==> src/rtl/autobaud_pkg.sv <==
package autobaud_pkg;

  typedef enum logic [2:0] {
    CT_BOOT, CT_OFF, CT_FIRST, CT_MORE, CT_RESP, CT_DONE
  } ctl_e;

  typedef enum logic [1:0] {
    FR_IDLE, FR_MEAS, FR_START, FR_BITS
  } fr_e;

  localparam logic [7:0] TRAIN_CHAR = 8'h41;

  // expected bytes of the four-byte training command
  function automatic logic [7:0] cmd_byte(input logic [1:0] i);
    case (i)
      2'd0:    cmd_byte = 8'h01;
      2'd1:    cmd_byte = 8'h03;
      2'd2:    cmd_byte = 8'h0C;
      default: cmd_byte = 8'h00;
    endcase
  endfunction

  // index of last acknowledgement byte for each training kind
  function automatic logic [3:0] reply_last(input logic sel_cmd);
    reply_last = sel_cmd ? 4'd8 : 4'd3;
  endfunction

  function automatic logic [7:0] reply_byte(input logic sel_cmd, input logic [3:0] i);
    if (!sel_cmd) begin
      case (i)
        4'd0:    reply_byte = 8'h41;
        4'd1:    reply_byte = 8'h30;
        4'd2:    reply_byte = 8'h34;
        default: reply_byte = 8'h31;
      endcase
    end else begin
      case (i)
        4'd0:    reply_byte = 8'h04;
        4'd1:    reply_byte = 8'h0E;
        4'd2:    reply_byte = 8'h04;
        4'd3:    reply_byte = 8'h01;
        4'd4:    reply_byte = 8'h03;
        4'd5:    reply_byte = 8'h0C;
        4'd6:    reply_byte = 8'h00;
        4'd7:    reply_byte = 8'h34;
        default: reply_byte = 8'h31;
      endcase
    end
  endfunction

endpackage

==> src/rtl/autobaud_sync.sv <==
module autobaud_sync #(
  parameter int STAGES = 2
) (
  input  logic clk,
  input  logic rst,
  input  logic din,
  output logic dout,
  output logic fall
);
  logic [STAGES-1:0] chain;
  logic              prev;

  always_ff @(posedge clk) begin
    if (rst) begin
      chain <= '1;
      prev  <= 1'b1;
    end else begin
      chain <= {chain[STAGES-2:0], din};
      prev  <= chain[STAGES-1];
    end
  end

  assign dout = chain[STAGES-1];
  assign fall = prev & ~chain[STAGES-1];
endmodule

==> src/rtl/autobaud_frame.sv <==
module autobaud_frame
  import autobaud_pkg::*;
#(
  parameter int DIV_W = 12
) (
  input  logic             clk,
  input  logic             rst,
  input  logic             en,
  input  logic             measure,
  input  logic             fall,
  input  logic             rx_s,
  output logic [DIV_W-1:0] div_q,
  output logic             byte_vld,
  output logic [7:0]       byte_val,
  output logic             err
);
  localparam int CNT_W = DIV_W + 4;
  localparam int TMR_W = CNT_W + 1;
  localparam logic [CNT_W-1:0] MAX_CNT = CNT_W'((1 << CNT_W) - 9);
  localparam logic [CNT_W-1:0] MIN_CNT = CNT_W'(16);

  fr_e              st;
  logic [CNT_W-1:0] cnt;
  logic [TMR_W-1:0] tmr;
  logic [3:0]       bitn;
  logic [7:0]       shreg;
  logic [DIV_W-1:0] meas_div;
  logic [TMR_W-1:0] bit_t, half_t, first_t;

  assign meas_div = DIV_W'((cnt + CNT_W'(8)) >> 4);
  assign bit_t    = TMR_W'({div_q, 4'b0000});
  assign half_t   = TMR_W'({div_q, 3'b000});
  assign first_t  = TMR_W'({meas_div, 4'b0000}) + TMR_W'({meas_div, 3'b000});
  assign byte_val = shreg;

  always_ff @(posedge clk) begin
    byte_vld <= 1'b0;
    err      <= 1'b0;
    if (rst) begin
      st    <= FR_IDLE;
      cnt   <= '0;
      tmr   <= '0;
      bitn  <= '0;
      shreg <= '0;
      div_q <= DIV_W'(1);
    end else if (!en) begin
      st <= FR_IDLE;
    end else begin
      case (st)
        FR_IDLE: if (fall) begin
          if (measure) begin
            st  <= FR_MEAS;
            cnt <= CNT_W'(1);
          end else begin
            st  <= FR_START;
            tmr <= half_t - TMR_W'(1);
          end
        end
        FR_MEAS: begin
          if (rx_s) begin
            if (cnt < MIN_CNT) begin
              err <= 1'b1;
              st  <= FR_IDLE;
            end else begin
              div_q <= meas_div;
              tmr   <= first_t - TMR_W'(1);
              bitn  <= 4'd1;
              shreg <= 8'h01;
              st    <= FR_BITS;
            end
          end else if (cnt == MAX_CNT) begin
            err <= 1'b1;
            st  <= FR_IDLE;
          end else begin
            cnt <= cnt + CNT_W'(1);
          end
        end
        FR_START: begin
          if (tmr == '0) begin
            if (rx_s) begin
              err <= 1'b1;
              st  <= FR_IDLE;
            end else begin
              bitn  <= 4'd0;
              shreg <= 8'h00;
              tmr   <= bit_t - TMR_W'(1);
              st    <= FR_BITS;
            end
          end else begin
            tmr <= tmr - TMR_W'(1);
          end
        end
        FR_BITS: begin
          if (tmr == '0) begin
            if (bitn[3]) begin
              if (rx_s) byte_vld <= 1'b1;
              else      err      <= 1'b1;
              st <= FR_IDLE;
            end else begin
              shreg[bitn[2:0]] <= rx_s;
              bitn             <= bitn + 4'd1;
              tmr              <= bit_t - TMR_W'(1);
            end
          end else begin
            tmr <= tmr - TMR_W'(1);
          end
        end
        default: st <= FR_IDLE;
      endcase
    end
  end
endmodule

==> src/rtl/autobaud_resp.sv <==
module autobaud_resp
  import autobaud_pkg::*;
(
  input  logic       clk,
  input  logic       rst,
  input  logic       start,
  input  logic       sel_cmd,
  input  logic       tx_ready,
  output logic       tx_valid,
  output logic [7:0] tx_data,
  output logic       done
);
  logic [3:0] idx;
  logic       sel;

  always_ff @(posedge clk) begin
    done <= 1'b0;
    if (rst) begin
      idx      <= '0;
      sel      <= 1'b0;
      tx_valid <= 1'b0;
      tx_data  <= '0;
    end else if (start) begin
      sel      <= sel_cmd;
      idx      <= '0;
      tx_valid <= 1'b1;
      tx_data  <= reply_byte(sel_cmd, 4'd0);
    end else if (tx_valid && tx_ready) begin
      if (idx == reply_last(sel)) begin
        tx_valid <= 1'b0;
        done     <= 1'b1;
      end else begin
        idx     <= idx + 4'd1;
        tx_data <= reply_byte(sel, idx + 4'd1);
      end
    end
  end
endmodule

==> src/rtl/autobaud_detect.sv <==
module autobaud_detect
  import autobaud_pkg::*;
#(
  parameter int DIV_W       = 12,
  parameter int DEFAULT_DIV = 14,
  parameter int SYNC_STAGES = 2
) (
  input  logic             clk,
  input  logic             rst,
  input  logic             cts_strap_n,
  input  logic             rx,
  output logic [DIV_W-1:0] div_out,
  output logic             div_valid,
  output logic             locked,
  output logic [7:0]       tx_data,
  output logic             tx_valid,
  input  logic             tx_ready
);
  ctl_e             st;
  logic             armed;
  logic [1:0]       cmd_idx;
  logic             resp_go, resp_sel, resp_done;
  logic             rx_s, rx_fall;
  logic [DIV_W-1:0] fr_div;
  logic             fr_vld, fr_err;
  logic [7:0]       fr_byte;
  logic             fr_en, fr_meas;

  assign fr_en   = (st == CT_FIRST) || (st == CT_MORE);
  assign fr_meas = (st == CT_FIRST);

  always_ff @(posedge clk) begin
    if (rst) armed <= ~cts_strap_n;
  end

  autobaud_sync #(.STAGES(SYNC_STAGES)) u_sync (
    .clk(clk), .rst(rst), .din(rx), .dout(rx_s), .fall(rx_fall)
  );

  autobaud_frame #(.DIV_W(DIV_W)) u_frame (
    .clk(clk), .rst(rst), .en(fr_en), .measure(fr_meas), .fall(rx_fall),
    .rx_s(rx_s), .div_q(fr_div), .byte_vld(fr_vld), .byte_val(fr_byte),
    .err(fr_err)
  );

  autobaud_resp u_resp (
    .clk(clk), .rst(rst), .start(resp_go), .sel_cmd(resp_sel),
    .tx_ready(tx_ready), .tx_valid(tx_valid), .tx_data(tx_data),
    .done(resp_done)
  );

  always_ff @(posedge clk) begin
    div_valid <= 1'b0;
    resp_go   <= 1'b0;
    if (rst) begin
      st       <= CT_BOOT;
      locked   <= 1'b0;
      div_out  <= DIV_W'(DEFAULT_DIV);
      cmd_idx  <= '0;
      resp_sel <= 1'b0;
    end else begin
      case (st)
        CT_BOOT: st <= armed ? CT_FIRST : CT_OFF;
        CT_OFF:  st <= CT_OFF;
        CT_FIRST: if (fr_vld) begin
          if (fr_byte == TRAIN_CHAR) begin
            locked    <= 1'b1;
            div_valid <= 1'b1;
            div_out   <= fr_div;
            resp_go   <= 1'b1;
            resp_sel  <= 1'b0;
            st        <= CT_RESP;
          end else if (fr_byte == cmd_byte(2'd0)) begin
            cmd_idx <= 2'd1;
            st      <= CT_MORE;
          end
        end
        CT_MORE: begin
          if (fr_err) begin
            st <= CT_FIRST;
          end else if (fr_vld) begin
            if (fr_byte != cmd_byte(cmd_idx)) begin
              st <= CT_FIRST;
            end else if (cmd_idx == 2'd3) begin
              locked    <= 1'b1;
              div_valid <= 1'b1;
              div_out   <= fr_div;
              resp_go   <= 1'b1;
              resp_sel  <= 1'b1;
              st        <= CT_RESP;
            end else begin
              cmd_idx <= cmd_idx + 2'd1;
            end
          end
        end
        CT_RESP: if (resp_done) st <= CT_DONE;
        CT_DONE: st <= CT_DONE;
        default: st <= CT_BOOT;
      endcase
    end
  end
endmodule

==> config.mk <==
export PLATFORM = sky130hd
export DESIGN_NAME = autobaud_detect
export DESIGN_NICKNAME = d
export VERILOG_FILES = /design/src/rtl/autobaud_pkg.sv /design/src/rtl/autobaud_sync.sv /design/src/rtl/autobaud_frame.sv /design/src/rtl/autobaud_resp.sv /design/src/rtl/autobaud_detect.sv
export SDC_FILE = /design/constraint.sdc
export NUM_CORES = 1
export LEC_CHECK = 0
export BUFFER_PORTS_ARGS = -buffer_cell sky130_fd_sc_hd__buf_2
export CAP_MARGIN = 20
export CORE_UTILIZATION = 36
export CTS_BUF_LIST = sky130_fd_sc_hd__clkbuf_8
export CTS_CLUSTER_SIZE = 12
export DETAILED_ROUTE_END_ITERATION = 8
export HOLD_SLACK_MARGIN = 0.12
export PLACE_DENSITY = 0.61
export SLEW_MARGIN = 40
export SYNTH_ARGS = -nofsm -noshare
export SYNTH_HDL_FRONTEND = slang
export SYNTH_SLANG_ARGS = --single-unit
==> constraint.sdc <==
create_clock -name clk -period 2.9 [get_ports clk]
set_input_delay 0.58 -clock clk [delete_from_list [all_inputs] [get_ports clk]]
set_output_delay 0.58 -clock clk [all_outputs]
set_load 0.05 [all_outputs]
# After elaboration in Yosys (flattened, before gate mapping)
# Memory sizes are Yosys's and may differ from the RTL's.
# Cells that the tools add are included.
[word_totals]
reg_bits = 100
romBits = 48
input_bits = 5
elab_cells = 232
memories = 1
[mem_list]
columns = ["name", "words", "width", "read_ports", "rd_clocked_by_memory_dff", "wr", "line_no", "source"]
rows = [
  ["(name not given)", 8, 6, 1, 0, 0, "autobaud_pkg.sv:37", "case (i)"],
]
[op_classes]
add_sub_neg = 10
n_lt_le_gt_ge = 3
eq_ne = 47
n_mux = 109
bitwise = 10
reduce_logical = 29
[op_table]
columns = ["operator", "n"]
rows = [
  ["two-way mux 17 bit", 8],
  ["two-way mux 8 bit", 15],
  ["two-way mux 12 bit", 6],
  ["case mux 17 bit (4 select lines)", 1],
  ["two-way mux 16 bit", 4],
  ["two-way mux 2 bit", 17],
  ["subtractor 17 x 1 -> 17 bit, second input constant", 2],
  ["case mux 16 bit (2 select lines)", 1],
  ["two-way mux 4 bit", 7],
  ["!= test 2 bit, second input constant", 14],
  ["two-way mux 1 bit", 27],
  ["two-way mux 3 bit", 8],
  ["case mux 12 bit (2 select lines)", 1],
  ["case mux 4 bit (3 select lines)", 2],
  ["case mux 8 bit (3 select lines)", 1],
  ["case mux 7 bit (3 select lines)", 1],
  ["AND reduction 7 bit", 3],
  ["!= test 2 x 1 -> 1 bit, second input constant", 9],
  ["case mux 3 bit (6 select lines)", 1],
  ["adder 16 x 15 -> 17 bit", 1],
  ["logical NOT 17 bit", 1],
  ["subtractor 16 x 1 -> 17 bit, second input constant", 1],
  ["adder 16 x 1 -> 16 bit, second input constant", 1],
  ["adder 16 x 4 -> 16 bit, second input constant", 1],
  ["46 further kinds", 75],
]

# Longest topological paths before layout
# Gate-level depths: netlist of the first run.
[logic_depth]
ltp_word = 11
depth_mapped = 14

# Hierarchy
# Synthesis of the first run repeated with hierarchy kept, for this count alone.
[hier_totals]
hier_cells = 855
area_unflattened_um2 = 6827.8
[by_module_without_submodules]
columns = ["module", "n_inst", "cells_each", "area_each_um2"]
rows = [
  ["autobaud_frame", 1, 623, 4724.5],
  ["autobaud_detect", 1, 130, 1217.4],
  ["autobaud_resp", 1, 95, 800.8],
  ["autobaud_sync", 1, 7, 85.1],
]

# Least setup slack after synthesis of the first run
# OpenSTA, ideal clock, no wires.
[synth_path]
path_kind = "flip-flop to flip-flop"
from = "reg u_frame.cnt[8]"
to = "reg u_frame.tmr[16]"
setup_ns = 0.137
arrival_ns = 3.078
required_ns = 2.763
setup_slack_ns = -0.315
stages_incl_launch_ff = 15
n_path_buf = 2
cell_sequence = "dfxtp_1 -> clkbuf_1 -> nand4_1 -> nor2_1 -> nand3_1 -> xor2_1 -> xnor2_1 -> ha_1 -> clkbuf_1 -> and4_1 -> a21boi_0 -> o21a_1 -> a2bb2oi_1 -> mux2i_1 -> a31oi_1"
[synth_between]
elab_chain_len = 6
[synth_lines]
columns = ["element", "line_no", "source"]
rows = [
  ["from (decl)", "autobaud_frame.sv:23", "logic [CNT_W-1:0] cnt;"],
  ["from (signal assigned)", "autobaud_frame.sv:75", "cnt <= cnt + CNT_W'(1);"],
  ["adder 16 x 4 -> 16 bit", "autobaud_frame.sv:30", "assign meas_div = DIV_W'((cnt + CNT_W'(8)) >> 4);"],
  ["adder 16 x 15 -> 17 bit", "autobaud_frame.sv:33", "assign first_t = TMR_W'({meas_div, 4'b0000}) + TMR_W'({meas_div, 3'b000});"],
  ["subtractor 17 x 1 -> 17 bit", "autobaud_frame.sv:66", "tmr <= first_t - TMR_W'(1);"],
  ["two-way mux 17 bit", "autobaud_frame.sv:61", "if (cnt < MIN_CNT) begin"],
  ["two-way mux 17 bit", "autobaud_frame.sv:60", "if (rx_s) begin"],
  ["case mux 17 bit (4 select lines)", "autobaud_frame.sv:49", "case (st)"],
  ["to (signal assigned)", "autobaud_frame.sv:56", "tmr <= half_t - TMR_W'(1);"],
  ["to (signal assigned)", "autobaud_frame.sv:66", ""],
  ["to (signal assigned)", "autobaud_frame.sv:86", "tmr <= bit_t - TMR_W'(1);"],
  ["to (decl)", "autobaud_frame.sv:24", "logic [TMR_W-1:0] tmr;"],
]
# Several ways; a longest one is shown, not always the timed one. The select of a mux whose other input is x is not followed.
# A chain may end at the register's enable or synchronous reset.

# Worst setup path after layout of the first run
[layout_path]
from = "reg u_frame.cnt[4]"
to = "reg u_frame.tmr[12]"
# The elaborated chain is that of the path after synthesis.

==> impl_summary.log, run 1 <==
INFO  metric run_status = complete, no violations
INFO  metric number_of_distinct_library_cells_after_synthesis = 78
INFO  metric drt_iter0_markers = approximately 480
INFO  metric timing.fmax = around 350 MHz
INFO  metric grt_remaining_overflow = 0
INFO  metric startpoint_type = flop
INFO  metric cp_data_required_time = roughly 3100 ps
INFO  metric io_pins = 28
INFO  metric path_class = reg -> reg
INFO  metric syn-cell-area = approximately 6400 um^2
INFO  metric async_flop_share = 0%
INFO  metric floorplan.die.width = roughly 140 um
INFO  metric crit_path_end_kind = flop
INFO  metric cts-hold-fix-buffers = 0
INFO  metric worstRegToRegCells = 14
INFO  metric synthToLayoutAreaGrowth = 21.9%
INFO  metric whs_path_depth = 2
INFO  metric finalNetCount = 916
INFO  metric via_count_of_the_first_global_routing_pass = 5585
INFO  metric groute.layer.met2.usage = 31.8%
INFO  metric met3_usage = 3.52%
INFO  metric die_area = ~18000 um^2
INFO  metric grt_util_all_layers = between 10% and 20%
INFO  metric crit_slowest_cell = sky130_fd_sc_hd__dfxtp_4
INFO  metric dpl.cell_count = 1087
INFO  metric max-clock-path-buffers = 2
INFO  metric post_route_cells_drive_above_1_share = 22.6%
INFO  metric most_instantiated_flip_flop_cell_in_the_synthesis_netlist = sky130_fd_sc_hd__dfxtp_1
INFO  metric clock_skew = 12.6 ps
INFO  metric timing.final.setup_violations = 0
INFO  metric power_leakage = approximately 3 nW
INFO  metric hpwl = 12900 um
INFO  metric synthesis.area_per_instance = ~7.9 um^2
INFO  metric max_slew.worst_pin.slew = 710 ps
INFO  metric port_buffers = 26
INFO  metric synth-seq-cells = 98
INFO  metric crit_arrival = approximately 3100 ps
INFO  metric synth-warning-count = 0
INFO  metric worstHoldPathType = in -> reg
INFO  metric wl = 18000 um
INFO  metric worstPathMaxFanout = 7
INFO  metric clockRootBuffer = sky130_fd_sc_hd__clkbuf_8
INFO  metric detailedRoute.firstPassIterationCount = 5
INFO  metric grt_start_max_net_pins = 64
INFO  metric std_cell_rows = 48
INFO  metric floorplan_die_height = 135 um
INFO  metric clock-sinks = 98
INFO  metric postSynthCellCount = just over 800
INFO  metric ctsHtreeMaxLevel = 3
INFO  metric synth-seq-area-share = between 30% and 40%
INFO  metric power = 0.00256 W
INFO  metric count_of_inserted_antenna_diode_cells = 0
INFO  metric post-route-period-util = just under 100%
INFO  metric initial_utilization = ~37%
INFO  metric final_cell_count_no_fill = 1117
INFO  metric route.detailed.wl_per_inst = 16.1 um
INFO  metric final_period_minus_worst_setup_slack = 2880 ps
INFO  metric synth_nets = 841
INFO  metric worst_skew_pair.late_latency = 380 ps
INFO  metric detailroute.via_count = 6131
INFO  metric critical_path.max_stage_delay = 420 ps
INFO  metric remaining_drc_errors = 0
INFO  metric grt_first_pass_wirelength = 28600 um
INFO  metric core_region_area = 17400 um^2
INFO  metric cts_tree = done
INFO  metric gp_routability_congestion = 0.843
INFO  metric groute.layer.met1.usage = 26.8%
INFO  metric powerDensity = ~330 nW/um^2
INFO  metric synth_edf_count = 1
INFO  metric crit_chain = and2_4 -> nand4_1 -> xor2_1 -> buf_4 -> buf_6 -> nand2_1 -> ha_4 -> buf_4 -> o211ai_1 -> nand2_1 -> o31a_1 -> and3_4 -> mux2i_2 -> a311oi_1
INFO  metric path_clk_slew = 100 ps
INFO  metric report.final.hold_viol_count = 0
INFO  metric globalRoute.busiestLayer = met2
INFO  metric timing.max_slew.rel_slack = between 50% and 60%
INFO  metric timing.final.max_slew_violations = 0
INFO  metric peakVddDrop = ~0.00031 V
INFO  metric numCtsBuffers = 9
INFO  metric drt.antenna.violating_nets = 0
INFO  metric grt_setup_unrepaired = yes
INFO  metric vias_per_cell = roughly 5.5
INFO  metric cap_viol_max_count = 0
INFO  metric antenna_found_initial = 0
-- layer usage --
layer | up-vias | wire length, um
met4 | 0 | 292
met2 | 72 | 8500
met1 | 2942 | 8860
met5 | - | 0
met3 | 15 | 373
li1 | 3102 | -
-- cell type report --
type / count / area [um^2]
well taps: 225 / 282
repair buffers: 119 / 836
multi-input cells: 634 / 4410
fillers: 1686 / 9540
clock buffers: 9 / 124
inverters: 25 / 93.8
clock inverters: 7 / 77.6
flip-flops and latches: 98 / 1990
-- through the flow --
step / hold WS, ps / instance area, um^2 / TNS [ps] / util (%) / setup slack [ps]
2_1_floorplan: 389 / 6470 / -29.1 / - / -29.1
3_3_place_gp: 435 / 7230 / -167 / 41.7 / -61.2
3_5_place_dp: 446 / 7230 / -486 / 41.7 / -247
4_1_cts: 365 / 7510 / -17.8 / 43.3 / -17.8
5_1_grt: 360 / 7810 / -366 / 45.0 / -86.2
6_report: 379 / 7810 / 0 / 45.0 / 20.2
-- worst max-delay path, delay by kind of cell (launching register included) --
family	cells	cell delay, ps
adder cells (fa/ha/maj)	1	290
multiplexers	1	230
AO/OA/AOI/OAI	3	450
buffers and inverters	3	410
flip-flops	1	420
XOR/XNOR	1	200
AND/OR/NAND/NOR	5	740
-- cells in the mapped netlist (11+ instances only) --
master | instances | area (um^2)
sky130_fd_sc_hd__and3_1 | 12 | 75.1
sky130_fd_sc_hd__nand3_1 | 29 | 145
sky130_fd_sc_hd__xnor2_1 | 35 | 307
sky130_fd_sc_hd__nand2_1 | 69 | 259
sky130_fd_sc_hd__inv_1 | 24 | 90.1
sky130_fd_sc_hd__xor2_1 | 29 | 254
sky130_fd_sc_hd__a21oi_1 | 39 | 195
sky130_fd_sc_hd__nor2_1 | 96 | 360
sky130_fd_sc_hd__a31oi_1 | 18 | 113
sky130_fd_sc_hd__o21ai_0 | 26 | 130
sky130_fd_sc_hd__ha_1 | 24 | 300
sky130_fd_sc_hd__mux2i_1 | 22 | 220
sky130_fd_sc_hd__o211ai_1 | 14 | 105
sky130_fd_sc_hd__buf_2 | 12 | 60.1
sky130_fd_sc_hd__nor3_1 | 28 | 140
sky130_fd_sc_hd__a211oi_1 | 30 | 225
sky130_fd_sc_hd__a311oi_1 | 11 | 96.3
sky130_fd_sc_hd__nand4_1 | 17 | 106
sky130_fd_sc_hd__dfxtp_1 | 97 | 1940
sky130_fd_sc_hd__clkbuf_1 | 35 | 131
-- layout by cell type (no fill, tap or decap), types with 5 or more instances in the layout --
cell type,netlist,final
sky130_fd_sc_hd__clkbuf_8,0,9
sky130_fd_sc_hd__nor3b_1,7,6
sky130_fd_sc_hd__buf_2,12,26
sky130_fd_sc_hd__ha_1,24,17
sky130_fd_sc_hd__dfxtp_1,97,93
sky130_fd_sc_hd__xor2_1,29,26
sky130_fd_sc_hd__buf_4,2,91
sky130_fd_sc_hd__nand2b_1,8,8
sky130_fd_sc_hd__mux2i_1,22,21
sky130_fd_sc_hd__o31ai_1,9,8
sky130_fd_sc_hd__a311oi_1,11,10
sky130_fd_sc_hd__a21oi_1,39,37
sky130_fd_sc_hd__o211ai_1,14,14
sky130_fd_sc_hd__and3_1,12,10
sky130_fd_sc_hd__or3_1,9,9
sky130_fd_sc_hd__o21ai_0,26,25
sky130_fd_sc_hd__inv_1,24,24
sky130_fd_sc_hd__ha_4,0,5
sky130_fd_sc_hd__nor2_1,96,92
sky130_fd_sc_hd__nor3_1,28,27
sky130_fd_sc_hd__a211oi_1,30,27
sky130_fd_sc_hd__xnor2_1,35,32
sky130_fd_sc_hd__nand3_1,29,26
sky130_fd_sc_hd__or2_2,6,6
sky130_fd_sc_hd__nor4_1,7,7
sky130_fd_sc_hd__nand2_1,69,68
sky130_fd_sc_hd__a31oi_1,18,18
sky130_fd_sc_hd__nand4_1,17,17
-- sequential cells by signal, summed over array words and instances, names as in the netlist, 2 cells and up, named ones only --
register / flops
u_frame.byte_val: 7
u_sync.chain: 2
u_frame.bitn: 4
st: 3
div_out: 12
u_resp.idx: 4
u_frame.st: 2
u_resp.tx_data: 6
u_frame.cnt: 16
u_frame.div_q: 12
u_frame.tmr: 17
cmd_idx: 2
-- timing repair --
action | in CTS | in global routing
buffers inserted | 2 | 12
setup endpoints to repair | 8 | 9
pin swaps | 8 | 26
gates resized for setup | 16 | 36
-- path summary, 6_finish.rpt --
| path | start | end | slack (ps) |
|---|---|---|---|
| min | rx | u_sync.chain[0]$_SDFF_PP1_ | 380 |
| max | u_frame.cnt[4]$_SDFFE_PP0P_ | u_frame.tmr[12]$_SDFFE_PP0P_ | 20 |
| max reg2reg | u_frame.cnt[4]$_SDFFE_PP0P_ | u_frame.tmr[12]$_SDFFE_PP0P_ | 20 |
| min reg2reg | u_resp.tx_data[3]$_SDFFE_PP0P_ | u_resp.tx_data[3]$_SDFFE_PP0P_ | 470 |
-- kinds of logic after synthesis --
family / after synthesis / synth area share (%)
mux: 22 / 3.44
compound gates: 200 / 21.7
flops: 98 / 30.8
fa+ha+maj: 24 / 4.69
buf+inv: 80 / 5.27
simple gates: 323 / 25.4
other cells: 1 / 0.0585
xor+xnor: 64 / 8.75
-- where the power goes --
| part | internal, W | leakage, nW | switching, W |
|---|---|---|---|
| clock | 0.000407 | 0.100 | 0.000520 |
| combinational | 0.0000914 | 2.14 | 0.000173 |
| sequential | 0.00136 | 0.796 | 0.0000157 |
| total | 0.00185 | 3.03 | 0.000709 |
Note: power is estimated with default switching activity, not from simulation.
==> run 2: changes to the inputs <==
--- a/config.mk
+++ b/config.mk
@@ -11,9 +11,9 @@
 export CTS_BUF_LIST = sky130_fd_sc_hd__clkbuf_8
 export CTS_CLUSTER_SIZE = 12
 export DETAILED_ROUTE_END_ITERATION = 8
-export HOLD_SLACK_MARGIN = 0.12
 export PLACE_DENSITY = 0.61
 export SLEW_MARGIN = 40
 export SYNTH_ARGS = -nofsm -noshare
 export SYNTH_HDL_FRONTEND = slang
+export SYNTH_HIERARCHICAL = 1
 export SYNTH_SLANG_ARGS = --single-unit
==> constraint.sdc (replaced) <==
create_clock -name clk -period 2.9 [get_ports clk]
set_input_delay 0.145 -clock clk [delete_from_list [all_inputs] [get_ports clk]]
set_output_delay 0.145 -clock clk [all_outputs]
set_load 0.05 [all_outputs]
==> impl_summary.log, run 2 <==
INFO  metric run_status = complete, no violations
INFO  metric clock-sinks = 98 (unchanged)
INFO  metric synthesis.area_per_instance = 7.99 um^2 (+1.2%)
INFO  metric crit_path_end_kind = flop
INFO  metric num-fill-cells = 1826 (+8.3%)
INFO  metric synthDominantAreaCellType = sky130_fd_sc_hd__dfxtp_1
INFO  metric cts_tree = done
INFO  metric floorplan.die.width = 140 um (+3.2%)
INFO  metric count_of_inserted_antenna_diode_cells = 0 (unchanged)
INFO  metric power = 0.00318 W (+24%)
INFO  metric hpwl = 13900 um (+7.8%)
INFO  metric cp.buffers_inverters = 2 (-1)
INFO  metric remaining_drc_errors = 0 (unchanged)
INFO  metric max_flop_register = u_frame/tmr
INFO  metric synth_edf_count = 1 (unchanged)
INFO  metric detailroute.via_count = 6398 (+4.4%)
INFO  metric timing.max_slew.rel_slack = 47.6% (-5.1 points)
INFO  metric numCtsBuffers = 9 (unchanged)
INFO  metric critical_path.max_stage_delay = 550 ps (+130 ps)
INFO  metric most_instantiated_flip_flop_cell_in_the_synthesis_netlist = sky130_fd_sc_hd__dfxtp_1
INFO  metric synth_nets = 887 (+5.5%)
INFO  metric crit_slowest_cell = sky130_fd_sc_hd__or4b_4
INFO  metric worst_skew_pair.late_latency = 400 ps (+20 ps)
INFO  metric yosys.cell_count.top_type = sky130_fd_sc_hd__dfxtp_1
INFO  metric gp_routability_congestion = 0.898 (+6.5%)
INFO  metric initial_utilization = 37.4% (+0.46 points)
INFO  metric regToRegSetupSlack = 10 ps (about the same)
INFO  metric post_route_cells_drive_above_1_share = 21.5% (-1.1 points)
INFO  metric synthToLayoutAreaGrowth = 19.2%
INFO  metric layout.cells.most_common = sky130_fd_sc_hd__dfxtp_1
INFO  metric clockRootBuffer = sky130_fd_sc_hd__clkbuf_8
INFO  metric grt_util_all_layers = 19.2% (-0.39 points)
INFO  metric timing.final.max_slew_violations = 0 (unchanged)
INFO  metric crit_chain = ha_4 -> nand3_4 -> buf_4 -> nor4_4 -> xnor2_1 -> inv_1 -> fa_2 -> or4b_4 -> a21oi_4 -> or4_1 -> nand3_1
INFO  metric grt_setup_unrepaired = yes
INFO  metric path_clk_slew = 110 ps (about the same)
INFO  metric post-route-period-util = 99.5% (+0.21 points)
INFO  metric holdWs = 65.4 ps (-313 ps)
INFO  metric core_region_area = 18300 um^2 (+5.3%)
INFO  metric postSynthCellCount = 855 (+5.3%)
INFO  metric startpoint_type = flop
INFO  metric max_slew.worst_pin.slew = 779 ps (+68.6 ps)
INFO  metric finalNetCount = 947 (+3.4%)
INFO  metric clock_skew = 22.5 ps (+9.91 ps)
INFO  metric timing.fmax = 347 MHz (-0.21%)
INFO  metric synth-seq-cells = 98 (unchanged)
INFO  metric drt_iter0_markers = 457 (-4.6%)
INFO  metric reg.largest.list = u_frame/tmr: 17 flops, u_frame/cnt: 16 flops
INFO  metric async_flop_share = 0% (unchanged)
INFO  metric io_pins = 28 (unchanged)
INFO  metric power_leakage = 3.13 nW (+3.2%)
INFO  metric floorplan_die_height = 140 um (+3.2%)
INFO  metric largest_register_ffs = 17 (unchanged)
INFO  metric cap_viol_max_count = 0 (unchanged)
INFO  metric yosys-top-cells-area = sky130_fd_sc_hd__dfxtp_1 (28%), sky130_fd_sc_hd__nor2_1 (5.0%), sky130_fd_sc_hd__ha_1 (4.8%)
INFO  metric critical_path.top_delay_family = simple AND/OR/NAND/NOR gates
INFO  metric ctsHtreeMaxLevel = 3 (unchanged)
INFO  metric timing.final.setup_violations = 0 (unchanged)
INFO  metric synth-warning-count = 6 (+6)
INFO  metric path_class = reg -> reg
INFO  metric wl = 18700 um (+4.1%)
INFO  metric number_of_distinct_library_cells_after_synthesis = 96 (+23%)
INFO  metric final_period_minus_worst_setup_slack = 2890 ps (+6.00 ps)
INFO  metric worstHoldPathType = in -> reg
INFO  metric die_area = 19500 um^2 (+6.5%)
INFO  metric syn-cell-area = 6830 um^2 (+6.6%)
INFO  metric port_buffers = 26 (unchanged)
INFO  metric report.final.hold_viol_count = 0 (unchanged)
INFO  metric grt_start_max_net_pins = 48 (-25%)
INFO  metric std_cell_rows = 49 (+2.1%)
INFO  metric cp_data_required_time = 3190 ps (+50 ps)
INFO  metric drt.antenna.violating_nets = 0 (unchanged)
INFO  metric grt_first_pass_wirelength = 30400 um (+6.3%)
INFO  metric synth-seq-area-share = 28.9% (-1.9 points)
INFO  metric antenna_found_initial = 0 (unchanged)
INFO  metric synth_largest_type_area_fraction = 28.4% (-1.9 points)
INFO  metric grt_remaining_overflow = 0 (unchanged)
INFO  metric post_synth_most_frequent_cells = sky130_fd_sc_hd__dfxtp_1 (97), sky130_fd_sc_hd__nor2_1 (91), sky130_fd_sc_hd__nand2_1 (73)
INFO  metric vias_per_cell = 5.57 (+1.4%)
INFO  metric crit_arrival = 3180 ps (+60 ps)
INFO  metric max-clock-path-buffers = 2 (unchanged)
INFO  metric powerDensity = 391 nW/um^2 (+19%)
INFO  metric worstPathMaxFanout = 6 (-1)
INFO  metric peakVddDrop = 0.000204 V (-35%)
INFO  metric mostFrequentLayoutCells = sky130_fd_sc_hd__dfxtp_1 (90), sky130_fd_sc_hd__nor2_1 (89), sky130_fd_sc_hd__buf_4 (72), sky130_fd_sc_hd__nand2_1 (70), sky130_fd_sc_hd__a21oi_1 (36)
INFO  metric route.detailed.wl_per_inst = 16.3 um (+1.2%)
INFO  metric detailedRoute.firstPassIterationCount = 5 (unchanged)
INFO  metric via_count_of_the_first_global_routing_pass = 5868 (+5.1%)
[run 2: cell count changes in the layout (fill, tap and decap cells not counted), sizes merged, moves of 6 or more]
cell / delta
nand3: -8
nand2b: +23
nor3: -10
nor4: +11
nand4: -13
xor2: -6
o21ai: +17
nor2b: +7
buf: -19
[run 2: final cells by class]
type | count | area (um^2) | area share, %
clock buffers | 9 | 124 | 1.52
clock inverters | 7 | 58.8 | 0.723
well taps | 229 | 287 | 3.52
inverters | 30 | 113 | 1.38
flip-flops and latches | 98 | 1990 | 24.5
multi-input cells | 674 | 4850 | 59.6
repair buffers | 102 | 713 | 8.77
[run 2: cell families after synthesis]
family | count (synthesis) | synth area share, %
adder cells (fa/ha/maj) | 27 | 5.06
AND/OR/NAND/NOR | 341 | 26.8
AO/OA/AOI/OAI | 220 | 22.3
XOR/XNOR | 61 | 7.93
multiplexers | 24 | 3.57
buffers and inverters | 83 | 5.37
other | 1 | 0.0549
flip-flops | 98 | 28.9
[run 2: what timing repair did]
action / in CTS / in global routing
hold endpoints to repair: 2 / 0
gates resized for setup: 5 / 37
hold buffers: 2 / 0
setup buffers: 1 / 8
pin swaps: 3 / 29
endpoints found under the setup margin: 4 / 8
[run 2: path summary, 6_finish.rpt]
kind	start	to	depth (start not counted)
max	u_frame/cnt[4]$_SDFFE_PP0P_	u_frame/tmr[16]$_SDFFE_PP0P_	11
min	tx_ready	u_resp/tx_valid$_SDFFE_PP0P_	4
max reg2reg	u_frame/cnt[4]$_SDFFE_PP0P_	u_frame/tmr[16]$_SDFFE_PP0P_	11
min reg2reg	u_sync/chain[0]$_SDFF_PP1_	u_sync/chain[1]$_SDFF_PP1_	1
[run 2: metal layers]
metal	vias up	GRT usage (%)	routed length [um]
met5	-	0	0
met4	0	5.09	296
met3	24	3.65	818
met2	141	31.2	8580
met1	3005	26.0	9050
li1	3228	-	-
[run 2: power by group]
part | total [W] | internal (W) | switching [W]
Clock | 0.000853 | 0.000319 | 0.000534
Sequential | 0.00145 | 0.00138 | 0.0000662
Combinational | 0.000884 | 0.000367 | 0.000517
Total | 0.00318 | 0.00207 | 0.00112
[run 2: tightest hold or removal path: stages]
cell	delay (ps)
sky130_fd_sc_hd__buf_2	110
sky130_fd_sc_hd__nand2_1	50
sky130_fd_sc_hd__a21oi_1	60
sky130_fd_sc_hd__nor2_1	70
[run 2: through the flow]
| step | cell area [um^2] | utilization (%) | cells | TNS [ps] | worst slack [ps] |
|---|---|---|---|---|---|
| after floorplan | 7060 | - | 855 | -3.19 | -3.19 |
| after global placement | 7690 | 42.1 | 1123 | 0 | 22.4 |
| after detailed placement | 7690 | 42.1 | 1123 | -61.8 | -38.4 |
| after CTS | 7910 | 43.3 | 1142 | 0 | 0.627 |
| after global routing | 8140 | 44.5 | 1149 | -471 | -115 |
| final | 8140 | 44.5 | 1149 | 0 | 14.2 |
